==> src/rtl/irqagg_pkg.sv <==
package irqagg_pkg;

    localparam int ADDR_W     = 8;
    localparam int DATA_W     = 32;
    localparam int CH_EVT_W   = 6;
    localparam int CTRL_EVT_W = 4;
    localparam int CTRL_LSB   = 1;   // controller status occupies bits [4:1]
    localparam int CTRL_SUM   = 31;  // summary / mask bit for the controller
    localparam int CH_STRIDE  = 4;

    localparam logic [ADDR_W-1:0] A_SUMMARY = 8'h00;
    localparam logic [ADDR_W-1:0] A_MASK    = 8'h01;
    localparam logic [ADDR_W-1:0] A_CSTAT   = 8'h02;
    localparam logic [ADDR_W-1:0] A_CEN     = 8'h03;
    localparam logic [ADDR_W-1:0] A_CCLR    = 8'h04;
    localparam logic [ADDR_W-1:0] A_CH_BASE = 8'h10;

    typedef enum logic [1:0] {
        OFF_STAT = 2'd0,
        OFF_EN   = 2'd1,
        OFF_CLR  = 2'd2
    } ch_off_e;

    typedef struct packed {
        logic              we;
        logic [ADDR_W-1:0] addr;
        logic [DATA_W-1:0] wdata;
    } reg_req_t;

    function automatic logic [ADDR_W-1:0] ch_reg_addr(input int unsigned ch, input ch_off_e off);
        return A_CH_BASE + ADDR_W'(ch * CH_STRIDE) + ADDR_W'(off);
    endfunction

    // Bits of the summary / mask layout that have a source behind them.
    function automatic logic [DATA_W-1:0] impl_bits(input int unsigned nch);
        logic [DATA_W-1:0] v;
        v = '0;
        for (int unsigned i = 0; i < nch; i++) v[i] = 1'b1;
        v[CTRL_SUM] = 1'b1;
        return v;
    endfunction

endpackage

==> src/rtl/irqagg_src_regs.sv <==
module irqagg_src_regs #(
    parameter int W = 6
) (
    input  logic         clk,
    input  logic         rst,
    input  logic [W-1:0] evt,
    input  logic         en_we,
    input  logic         clr_we,
    input  logic [W-1:0] wdata,
    output logic [W-1:0] stat,
    output logic [W-1:0] en,
    output logic         pend
);

    logic [W-1:0] stat_q, en_q, clr_bits, stat_d;

    assign clr_bits = clr_we ? wdata : '0;
    assign stat_d   = (stat_q & ~clr_bits) | evt;   // event wins over clear

    always_ff @(posedge clk) begin
        if (rst) begin
            stat_q <= '0;
            en_q   <= '0;
        end else begin
            stat_q <= stat_d;
            if (en_we) en_q <= wdata;
        end
    end

    assign stat = stat_q;
    assign en   = en_q;
    assign pend = |(stat_q & en_q);

    a_r5_evt_wins: assert property (@(posedge clk) disable iff (rst)
        (evt != '0) |=> ((stat & $past(evt)) == $past(evt)));

    a_r4_w1c: assert property (@(posedge clk) disable iff (rst)
        clr_we |=> ((stat & $past(wdata & ~evt)) == '0));

    a_r9_hold: assert property (@(posedge clk) disable iff (rst)
        (!clr_we && evt == '0) |=> $stable(stat));

endmodule

==> src/rtl/irqagg_gate.sv <==
module irqagg_gate
    import irqagg_pkg::*;
#(
    parameter int NUM_CH = 8
) (
    input  logic              clk,
    input  logic              rst,
    input  logic              mask_we,
    input  logic [DATA_W-1:0] wdata,
    input  logic [NUM_CH-1:0] ch_pend,
    input  logic              ctrl_pend,
    output logic [DATA_W-1:0] summary,
    output logic [DATA_W-1:0] mask,
    output logic              irq
);

    localparam logic [DATA_W-1:0] IMPL = impl_bits(NUM_CH);

    logic [DATA_W-1:0] mask_q;
    logic              irq_q;

    always_comb begin
        summary               = '0;
        summary[NUM_CH-1:0]   = ch_pend;
        summary[CTRL_SUM]     = ctrl_pend;
    end

    always_ff @(posedge clk) begin
        if (rst) begin
            mask_q <= '0;
            irq_q  <= 1'b0;
        end else begin
            if (mask_we) mask_q <= wdata & IMPL;
            irq_q <= |(summary & mask_q);
        end
    end

    assign mask = mask_q;
    assign irq  = irq_q;

    a_r7_mask_zero: assert property (@(posedge clk) disable iff (rst)
        (mask_q == '0) |=> !irq);

    a_r8_irq_cause: assert property (@(posedge clk) disable iff (rst)
        irq |-> ($past(summary & mask_q) != '0));

    a_r8_irq_rise: assert property (@(posedge clk) disable iff (rst)
        ((summary & mask_q) != '0) |=> irq);

endmodule

==> src/rtl/irqagg_rdmux.sv <==
module irqagg_rdmux
    import irqagg_pkg::*;
#(
    parameter int NUM_CH = 8
) (
    input  logic [ADDR_W-1:0]          addr,
    input  logic [DATA_W-1:0]          summary,
    input  logic [DATA_W-1:0]          mask,
    input  logic [CTRL_EVT_W-1:0]      ctrl_stat,
    input  logic [CTRL_EVT_W-1:0]      ctrl_en,
    input  logic [NUM_CH*CH_EVT_W-1:0] ch_stat,
    input  logic [NUM_CH*CH_EVT_W-1:0] ch_en,
    output logic [DATA_W-1:0]          rdata
);

    always_comb begin
        rdata = '0;
        case (addr)
            A_SUMMARY: rdata = summary;
            A_MASK:    rdata = mask;
            A_CSTAT:   rdata[CTRL_LSB +: CTRL_EVT_W] = ctrl_stat;
            A_CEN:     rdata[CTRL_LSB +: CTRL_EVT_W] = ctrl_en;
            default: begin
                for (int c = 0; c < NUM_CH; c++) begin
                    if (addr == ch_reg_addr(c, OFF_STAT))
                        rdata[CH_EVT_W-1:0] = ch_stat[c*CH_EVT_W +: CH_EVT_W];
                    if (addr == ch_reg_addr(c, OFF_EN))
                        rdata[CH_EVT_W-1:0] = ch_en[c*CH_EVT_W +: CH_EVT_W];
                end
            end
        endcase
    end

endmodule

==> src/rtl/irq_aggregator.sv <==
module irq_aggregator
    import irqagg_pkg::*;
#(
    parameter int NUM_CH = 8   // 1 to 31
) (
    input  logic                       clk,
    input  logic                       rst,
    input  logic                       reg_we,
    input  logic [7:0]                 reg_addr,
    input  logic [31:0]                reg_wdata,
    output logic [31:0]                reg_rdata,
    input  logic [NUM_CH*6-1:0]        ch_evt,
    input  logic [3:0]                 ctrl_evt,
    output logic                       irq
);

    localparam int FLAT_W = NUM_CH * CH_EVT_W;

    reg_req_t req;
    assign req = '{we: reg_we, addr: reg_addr, wdata: reg_wdata};

    logic [FLAT_W-1:0]     ch_stat, ch_en;
    logic [NUM_CH-1:0]     ch_pend;
    logic [CTRL_EVT_W-1:0] ctrl_stat, ctrl_en;
    logic                  ctrl_pend;
    logic [DATA_W-1:0]     summary, mask;

    for (genvar c = 0; c < NUM_CH; c++) begin : g_ch
        logic en_we, clr_we;
        assign en_we  = req.we && (req.addr == ch_reg_addr(c, OFF_EN));
        assign clr_we = req.we && (req.addr == ch_reg_addr(c, OFF_CLR));

        irqagg_src_regs #(.W(CH_EVT_W)) u_regs (
            .clk    (clk),
            .rst    (rst),
            .evt    (ch_evt[c*CH_EVT_W +: CH_EVT_W]),
            .en_we  (en_we),
            .clr_we (clr_we),
            .wdata  (req.wdata[CH_EVT_W-1:0]),
            .stat   (ch_stat[c*CH_EVT_W +: CH_EVT_W]),
            .en     (ch_en[c*CH_EVT_W +: CH_EVT_W]),
            .pend   (ch_pend[c])
        );
    end

    irqagg_src_regs #(.W(CTRL_EVT_W)) u_ctrl (
        .clk    (clk),
        .rst    (rst),
        .evt    (ctrl_evt),
        .en_we  (req.we && req.addr == A_CEN),
        .clr_we (req.we && req.addr == A_CCLR),
        .wdata  (req.wdata[CTRL_LSB +: CTRL_EVT_W]),
        .stat   (ctrl_stat),
        .en     (ctrl_en),
        .pend   (ctrl_pend)
    );

    irqagg_gate #(.NUM_CH(NUM_CH)) u_gate (
        .clk       (clk),
        .rst       (rst),
        .mask_we   (req.we && req.addr == A_MASK),
        .wdata     (req.wdata),
        .ch_pend   (ch_pend),
        .ctrl_pend (ctrl_pend),
        .summary   (summary),
        .mask      (mask),
        .irq       (irq)
    );

    irqagg_rdmux #(.NUM_CH(NUM_CH)) u_rdmux (
        .addr      (req.addr),
        .summary   (summary),
        .mask      (mask),
        .ctrl_stat (ctrl_stat),
        .ctrl_en   (ctrl_en),
        .ch_stat   (ch_stat),
        .ch_en     (ch_en),
        .rdata     (reg_rdata)
    );

    // the summary never shows a source whose pending line is low
    a_r2_summary_src: assert property (@(posedge clk) disable iff (rst)
        (ch_pend == '0 && !ctrl_pend) |-> (reg_addr != A_SUMMARY || reg_rdata == '0));

endmodule

==> config.mk <==
export PLATFORM = sky130hd
export DESIGN_NAME = irq_aggregator
export DESIGN_NICKNAME = d
export VERILOG_FILES = /design/src/rtl/irqagg_pkg.sv /design/src/rtl/irqagg_src_regs.sv /design/src/rtl/irqagg_gate.sv /design/src/rtl/irqagg_rdmux.sv /design/src/rtl/irq_aggregator.sv
export SDC_FILE = /design/constraint.sdc
export NUM_CORES = 1
export LEC_CHECK = 0
export BUFFER_PORTS_ARGS = -buffer_cell sky130_fd_sc_hd__buf_4
export CAP_MARGIN = 10
export CELL_PAD_IN_SITES_DETAIL_PLACEMENT = 0
export CELL_PAD_IN_SITES_GLOBAL_PLACEMENT = 1
export CORE_AREA = 4 4 108 161
export CTS_CLUSTER_DIAMETER = 150
export DETAILED_ROUTE_END_ITERATION = 16
export DIE_AREA = 0 0 112 165
export PLACE_DENSITY_LB_ADDON = 0.1
export SLEW_MARGIN = 30
export SYNTH_ARGS = -nofsm -noshare
export SYNTH_HDL_FRONTEND = slang
export SYNTH_HIERARCHICAL = 1
export SYNTH_SLANG_ARGS = --single-unit
==> constraint.sdc <==
create_clock -name clk -period 3.83 [get_ports clk]
set_clock_uncertainty 0.05 [all_clocks]
set_input_delay 0.766 -clock clk [delete_from_list [all_inputs] [get_ports clk]]
set_output_delay 0.766 -clock clk [all_outputs]
set_load 0.05 [all_outputs]
### Word-level counts from Yosys, hierarchy flattened

Index checks and enable logic that the tools add are counted.

| cells by class | value |
|---|---|
| equal/unequal tests | 28 |
| bitwise logic cells | 37 |
| reduce and logical (&&, ||, !) cells | 31 |
| div/mod/pow operators | 0 |
| multipliers | 0 |
| multiplexer cells | 29 |
| $add $sub $neg | 0 |
| shift-type cells | 0 |
| order comparisons | 0 |

Operators with widths:

| kind | count |
|---|---|
| $mux W6 | 24 |
| $and A6 B6 Y6 | 16 |
| $eq A8 B5 Y1 const B | 12 |
| $eq A8 B6 Y1 const B | 12 |
| $pmux W26 S2 | 1 |
| $not A6 Y6 | 8 |
| $or A6 B6 Y6 | 8 |
| $reduce_or A6 Y1 | 8 |
| $and A32 B32 Y32 | 1 |
| $reduce_or A32 Y1 | 1 |
| $logic_and A1 B1 Y1 | 19 |
| $eq A8 B2 Y1 const B | 2 |
| $pmux W4 S4 | 1 |
| $and A4 B4 Y4 | 2 |
| $eq A8 B1 Y1 const B | 1 |
| $eq A8 B3 Y1 const B | 1 |
| $logic_not A8 Y1 | 1 |
| $pmux W1 S3 | 2 |
| $mux W4 | 1 |
| $not A4 Y4 | 1 |
| $or A4 B4 Y4 | 1 |
| $reduce_or A4 Y1 | 1 |
| $reduce_or A2 Y1 | 1 |

| word-level totals | value |
|---|---|
| output and inout port bits | 33 |
| register bits after elaboration | 114 |
| RAM bits | 0 |
| memories kept | 0 |
| memory bits (read-only) | 0 |
| logic and storage cells | 145 |
| input port bits | 95 |
| bits in latches | 0 |

### Logic depth before layout (Yosys ltp)

Gate-level depths: netlist (run 1).

| logic depth | value |
|---|---|
| depth in word-level cells | 18 |
| gate-level depth with buffers | 9 |
| mapped depth without buffers | 6 |

### Hierarchy

Netlist (run 1), hierarchy kept.

Modules (own cells, without submodules):

| module | area an instance (um^2) | sequential area each (um^2) | times used | cells each |
|---|---|---|---|---|
| irqagg_src_regs at g_ch[0].u_regs ... | 478.0 | 240.2 | 8 | 42 |
| irqagg_rdmux | 1605.3 | 0.0 | 1 | 236 |
| irqagg_gate | 799.5 | 200.2 | 1 | 91 |
| irqagg_src_regs at u_ctrl | 315.3 | 160.2 | 1 | 33 |
| irq_aggregator | 242.7 | 0.0 | 1 | 35 |

### Least setup slack after synthesis (run 1)

OpenSTA, ideal clock, no wires.

| timing path | value |
|---|---|
| path type | in2out |
| start point | in reg_addr[7] |
| end point | out reg_rdata[1] |
| arrival time | 3302 ps |
| stages on the path | 8 |
| data required time | 3014 ps |
| slack | -288 ps |
| path buffers | 2 |
| path through | or4b_1 > buf_2 > nor2_2 > buf_2 > o21ai_0 > nand2_1 > a211oi_1 > a211oi_1 |

| on the way | value |
|---|---|
| word-level cells in the longest chain between the ends | 18 |
| elaborated cells between the ends (all ways) | 37 |
| those cells by class | 19 x eq/ne; 17 x mux; 1 x reduce/logical |

Ends and longest elaborated chain:

| element | line | RTL |
|---|---|---|
| from (decl) | irq_aggregator.sv:9 | `input logic [7:0] reg_addr,` |
| $eq A8 B5 Y1 | irqagg_rdmux.sv:25 | `if (addr == ch_reg_addr(c, OFF_STAT))` |
| $mux W6 | irqagg_rdmux.sv:25 |  |
| $mux W6 | irqagg_rdmux.sv:27 | `if (addr == ch_reg_addr(c, OFF_EN))` |
| $mux W6 | irqagg_rdmux.sv:25 |  |
| $mux W6 | irqagg_rdmux.sv:27 |  |
| $mux W6 | irqagg_rdmux.sv:25 |  |
| $mux W6 | irqagg_rdmux.sv:27 |  |
| $mux W6 | irqagg_rdmux.sv:25 |  |
| [2 not listed] | n/a |  |
| $mux W6 | irqagg_rdmux.sv:27 |  |
| $mux W6 | irqagg_rdmux.sv:25 |  |
| $mux W6 | irqagg_rdmux.sv:27 |  |
| $mux W6 | irqagg_rdmux.sv:25 |  |
| $mux W6 | irqagg_rdmux.sv:27 |  |
| $mux W6 | irqagg_rdmux.sv:25 |  |
| $mux W6 | irqagg_rdmux.sv:27 |  |
| $pmux W4 S4 (*) | irqagg_rdmux.sv:18 | `case (addr)` |
| to (decl) | irq_aggregator.sv:11 | `output logic [31:0] reg_rdata,` |

Mark *: on every way between the ends. The rest lies on a longest branch, timed or not.

### Final worst setup path (run 1)

| timing path | value |
|---|---|
| start point | in reg_addr[7] |
| end point | out reg_rdata[2] |

Same word-level chain as after synthesis.

==> results.toml, run 1 <==
[sta]
max_freq_ghz = 0.266
worstMarginPinSlew_ps = 864
relSlewSlack = 0.420
tns_ps = 0
maxSlewViolCount = 0
hold_viol_final = 0
rsz0062_at_grt = "no"
fin_crit_ps = 3750
finalSetupViolations = 0
period_share = 0.980

[place]
gp_congestion = 0.953
dp_hpwl_mm = 16.2
numPortBuffers = 81

[clock_network]
clkLatencyLatePin_ps = 420
cts_buffer_depth = 2
clk_pin_slew_worst_paths_ps = 50
cts_sinks = 114
cts_buffers = 17
htree_levels = 4
clock-root-buffer = "clkbuf_16"
cts_tree = "yes"

[setup_path]
path_class = "in -> out"
cp.required_ps = 3010
crit_top_cell = "buf_4"
crit_chain = "buf_4, or4b_2, or2_2, nor2_1, a22o_1, a31oi_2, o21ai_1, buf_4"
slowest_delay_ps = 740
cp_slowest_cell = "or4b_2"
critPathCaptureType = "output pin"
worstSetupStartpoint = "reg_addr[7]"
arrival_ps = 2940
r2r-start = "g_ch[0].u_regs/stat[1]"
crit_fanout = 3
reg2reg_slack_ps = 2240
critPathLaunchType = "input pin"

[synthesis]
ys_ff_latch = 114
ys_warn_count = 6
yosysUniqueCellTypes = 63
syn_area_per_cell_sq_um = 9.28
ys_seq_area_frac = 0.336
synth_ff_type = "dfxtp_1"
async_reset_ff_frac = 0
synth_edf_count = 0
synth_area_sq_um = 6790
syn_inst = 731

[floorplanning]
core_area_sq_um = 16000
rows = 57
die_w_microns = 112
io_pins = 128
initial_core_util = 0.423
die_h_microns = 165
dieArea_sq_um = 18500

[route]
routed_wl_mm = 22.2
firstDrtPassIters = 7
antenna_left = 0
drc = 0
drt_iter0_drc = 452
wl_per_cell_microns = 21.3
via_per_inst = 5.67
vias = 5902

[outcome]
status = "finished clean"

[final_layout]
area_growth_pct = 18.8
fin_util = 0.502
insertedDiodeCount = 0
ff_latch_area_sq_um = 2280
fin_nets = 918
final_common_cell = "buf_4"
drive_above_1_share = 0.290
final_cell_mix = "129 x buf_4, 114 x dfxtp_1, 78 x nor2_1"
fillCellCount = 1593
multi_input_area_sq_um = 3900

[power_and_ir_drop]
leakage_uw = 0.00306
p_total_uw = 3100
power-per-cell-area_nw_per_um2 = 384
ir_drop_mv = 0.260

[grt]
grt_overflow = 0
grt_pass1_wl_mm = 33.8
antenna_found_initial = 0
grt_pass1_vias = 6023
grt_max_degree = 115
grt.total_usage = 0.241

[job]
drv_cap = 0

[worst_hold_path]
hp-class = "reg -> reg"
worstHoldStart = "u_ctrl/stat[0]"
==> sequential cells by signal, indices dropped and copies added (netlist names) <==
signal / count
g_ch.u_regs/en: 48
u_gate/mask: 9
u_ctrl/stat: 4
u_ctrl/en: 4
g_ch.u_regs/stat: 48
u_gate/irq: 1
==> critical path, delay by kind of cell <==
| family | cells | cell delay [ps] |
|---|---|---|
| compound gates | 3 | 550 |
| buf+inv | 2 | 360 |
| simple gates | 3 | 1270 |
==> per-layer routing <==
metal	wire length, microns	up-vias	track usage	share of wire
met5	0	-	0	0
met4	888	0	0.113	0.040
met3	1020	44	0.0568	0.046
met2	11500	185	0.423	0.52
met1	8860	2887	0.275	0.40
li1	-	2786	-	-
==> repair_timing <==
action	4_1_cts	5_1_grt
resized for setup	1	4
setup endpoints to repair	3	4
buffers inserted	0	0
hold buffers	0	0
==> layout make-up <==
type | instances | share of cell area
repair buffers | 132 | 0.125
clock inverters | 12 | 0.0135
flip-flops and latches | 114 | 0.283
inverters | 13 | 0.00605
clock buffers | 19 | 0.0562
well taps | 206 | 0.0320
multi-input cells | 545 | 0.484
==> per-stage QoR <==
step | hold slack (ps) | worst slack, ps | instances | instance area [sq um]
6_report | 469 | 77.1 | 1041 | 8060
5_1_grt | 495 | 10.1 | 1041 | 8060
4_1_cts | 468 | 30.0 | 1041 | 8040
3_5_place_dp | 457 | -52.2 | 1010 | 7470
3_3_place_gp | 441 | -59.9 | 1010 | 7470
2_1_floorplan | 413 | 37.3 | 776 | 6960
==> cell families after synthesis <==
logic type	share of synthesized area
AOI/OAI and AO/OA	0.284
buffers and inverters	0.119
DFF	0.336
muxes	0.133
other	0.000553
and+or+nand+nor	0.128
==> cell usage after synthesis, types with 5 or more instances <==
library cell | n | share of area
mux4_2 | 6 | 0.020
a31oi_1 | 5 | 0.0046
clkbuf_1 | 15 | 0.0083
a22o_1 | 28 | 0.036
nand2_1 | 14 | 0.0077
inv_1 | 13 | 0.0072
buf_4 | 56 | 0.062
nor2_1 | 81 | 0.045
nor3_1 | 28 | 0.021
a21oi_1 | 18 | 0.013
dfxtp_1 | 114 | 0.34
a211oi_1 | 7 | 0.0077
o21ba_2 | 48 | 0.071
mux2i_1 | 72 | 0.11
buf_6 | 19 | 0.032
o21ai_0 | 12 | 0.0088
buf_2 | 10 | 0.0074
nand2b_1 | 6 | 0.0055
a22oi_1 | 33 | 0.037
nand3_1 | 12 | 0.0088
o22ai_1 | 7 | 0.0065
a21boi_0 | 48 | 0.053
==> worst paths after layout <==
| kind | end | cells after the start |
|---|---|---|
| setup reg to reg | u_gate/irq | 5 |
| setup / recovery | reg_rdata[2] | 8 |
| hold reg to reg | u_ctrl/stat[0] | 2 |
| hold / removal | u_ctrl/stat[0] | 2 |
==> power breakdown <==
group          switching (uW)  internal, uW
clock                     573           920
combinational             178           160
sequential               39.7          1230
total                     791          2310
(Power assumes the default switching activity.)
==> run 2, diff against run 1 <==
- BUFFER_PORTS_ARGS: -buffer_cell sky130_fd_sc_hd__buf_4 -> default
- CORE_AREA: 4 4 108 161 -> 4 4 102 152
- DIE_AREA: 0 0 112 165 -> 0 0 106 156
- DONT_BUFFER_PORTS: default -> 1
==> results.toml, run 2 (same netlist as run 1, synthesis figures left out) <==
[grt]
grt_max_degree = 115
grt_pass1_wl_mm = 32.0
antenna_found_initial = 0
grt_overflow = 0
grt.total_usage = 0.251
grt_pass1_vias = 5652

[place]
numPortBuffers = 0
placed_cell_area_sq_um = 6690
dp_slack_ps = 52.0
gp_congestion = 0.904
dp_hpwl_mm = 14.5

[setup_path]
path_delay_family = "simple AND/OR/NAND/NOR gates"
arrival_ps = 2910
cp.required_ps = 3010
crit_buf_inv = 2
crit_fanout = 7
critPathLaunchType = "input pin"
r2r-start = "g_ch[0].u_regs/stat[3]"
path_class = "in -> out"
r2r-end = "u_gate/irq"
reg2reg_slack_ps = 2180
critPathCaptureType = "output pin"
cp_slowest_cell = "or4b_4"
crit_top_cell = "buf_4"
crit_chain = "or4b_4, or2_1, buf_4, o21ai_0, a211oi_1, a221oi_2, buf_4"
reg2reg_depth = 5
slowest_delay_ps = 580
worstSetupStartpoint = "reg_addr[7]"

[worst_hold_path]
worstHoldStart = "rst"
hold_path_depth = 1
min_delay_worst_endpoint = "g_ch[3].u_regs/en[5]"
hp-class = "in -> reg"

[power_and_ir_drop]
ir_drop_mv = 0.284
power-per-cell-area_nw_per_um2 = 407
p_clk_frac = 0.508
power_frac_seq = 0.428
p_int_uw = 2220
leakage_uw = 0.00257
p_total_uw = 2950
sw_frac_of_total = 0.247
p_sw_uw = 730
power_frac_comb = 0.064

[clock_network]
clk_pin_slew_worst_paths_ps = 60
clock-root-buffer = "clkbuf_16"
cts_buffer_depth = 2
cts_tree = "yes"
clkLatencyLatePin_ps = 410
cts_post_setup_buffers_inserted = 0
cts_sinks = 114
htree_levels = 4
cts_buffers = 17

[sta]
rsz0062_at_grt = "no"
maxSlewViolCount = 0
worstMarginPinSlew_ps = 898
tns_ps = 0
finalSetupViolations = 0
relSlewSlack = 0.400
worst_slack_ps = 109
max_freq_ghz = 0.269
period_share = 0.972
fin_crit_ps = 3720
hold_viol_final = 0

[final_layout]
final_common_cell = "dfxtp_1"
fin_area_sq_um = 7250
insertedDiodeCount = 0
fin_util = 0.516
fin_nets = 814
final_cell_mix = "114 x dfxtp_1, 79 x nor2_1, 72 x mux2i_1"
area_growth_pct = 6.90
drive_above_1_share = 0.186

[route]
wl_per_cell_microns = 22.4
antenna_left = 0
routed_wl_mm = 20.7
firstDrtPassIters = 6
vias = 5529
drc = 0
via_per_inst = 5.98
drt_iter0_drc = 328

[floorplanning]
die_h_microns = 156
initial_core_util = 0.483
rows = 53
die_w_microns = 106
dieArea_sq_um = 16500
io_pins = 128
core_area_sq_um = 14100

[outcome]
status = "finished clean"

[job]
drv_cap = 0
## run 2: cell count changes in the layout (fill, tap and decap cells not counted), sizes merged
| cell | change |
|---|---|
| clkinv | +3 |
| clkinvlp | -1 |
| buf | -104 |
| clkbuf | -2 |
| inv | +1 |
## run 2: cell type report
cell class / count / area [sq um]
Fill cell: 1378 / 6800
Clock buffer: 17 / 425
Inverter: 13 / 48.8
Sequential cell: 114 / 2280
Tap cell: 192 / 240
Timing Repair Buffer: 28 / 235
Clock inverter: 15 / 136
Multi-Input combinational cell: 545 / 3890
## run 2: worst reg2reg max path: stages (launching register included)
cell and delay (ps):
dfxtp_1 330, a22oi_1 220, nand3_1 240, a22o_1 320, a221oi_2 190, a31oi_1 150
## run 2: power by group through the flow
| stage | Clock [uW] | Sequential [uW] | Combinational, uW |
|---|---|---|---|
| 2_1_floorplan | 0 | 1270 | 224 |
| 3_3_place_gp | 0 | 1290 | 183 |
| 3_5_place_dp | 0 | 1290 | 187 |
| 4_1_cts | 1530 | 1260 | 187 |
| 5_1_grt | 1590 | 1270 | 205 |
| 6_report | 1500 | 1260 | 189 |
## run 2: repair_timing
action	4_1_cts	5_1_grt
endpoints found under the setup margin	0	1
gates resized for setup	0	1
hold buffers	0	0
## run 2: how the worst max path moves through the flow
| stage | slack (ps) | end | cells after the start |
|---|---|---|---|
| finish | 110 | reg_rdata[3] | 7 |
| global route | 50 | reg_rdata[4] | 7 |
| CTS | 50 | reg_rdata[3] | 7 |
| detailed placement | 50 | reg_rdata[3] | 7 |
| global placement | 30 | reg_rdata[3] | 7 |
| floorplan | 40 | reg_rdata[3] | 8 |
## run 2: routing by layer
layer	vias to the layer above	GRT usage	wire [microns]
met1	2717	0.288	8270
met4	0	0.107	648
li1	2597	-	-
met2	178	0.453	11000
met5	-	0	0
met3	37	0.0455	835
## run 2: stage by stage
step / cells / hold WS (ps)
floorplan: 776 / 413
global placement: 892 / 440
detailed placement: 892 / 453
CTS: 924 / 363
global route: 924 / 353
finish: 924 / 373
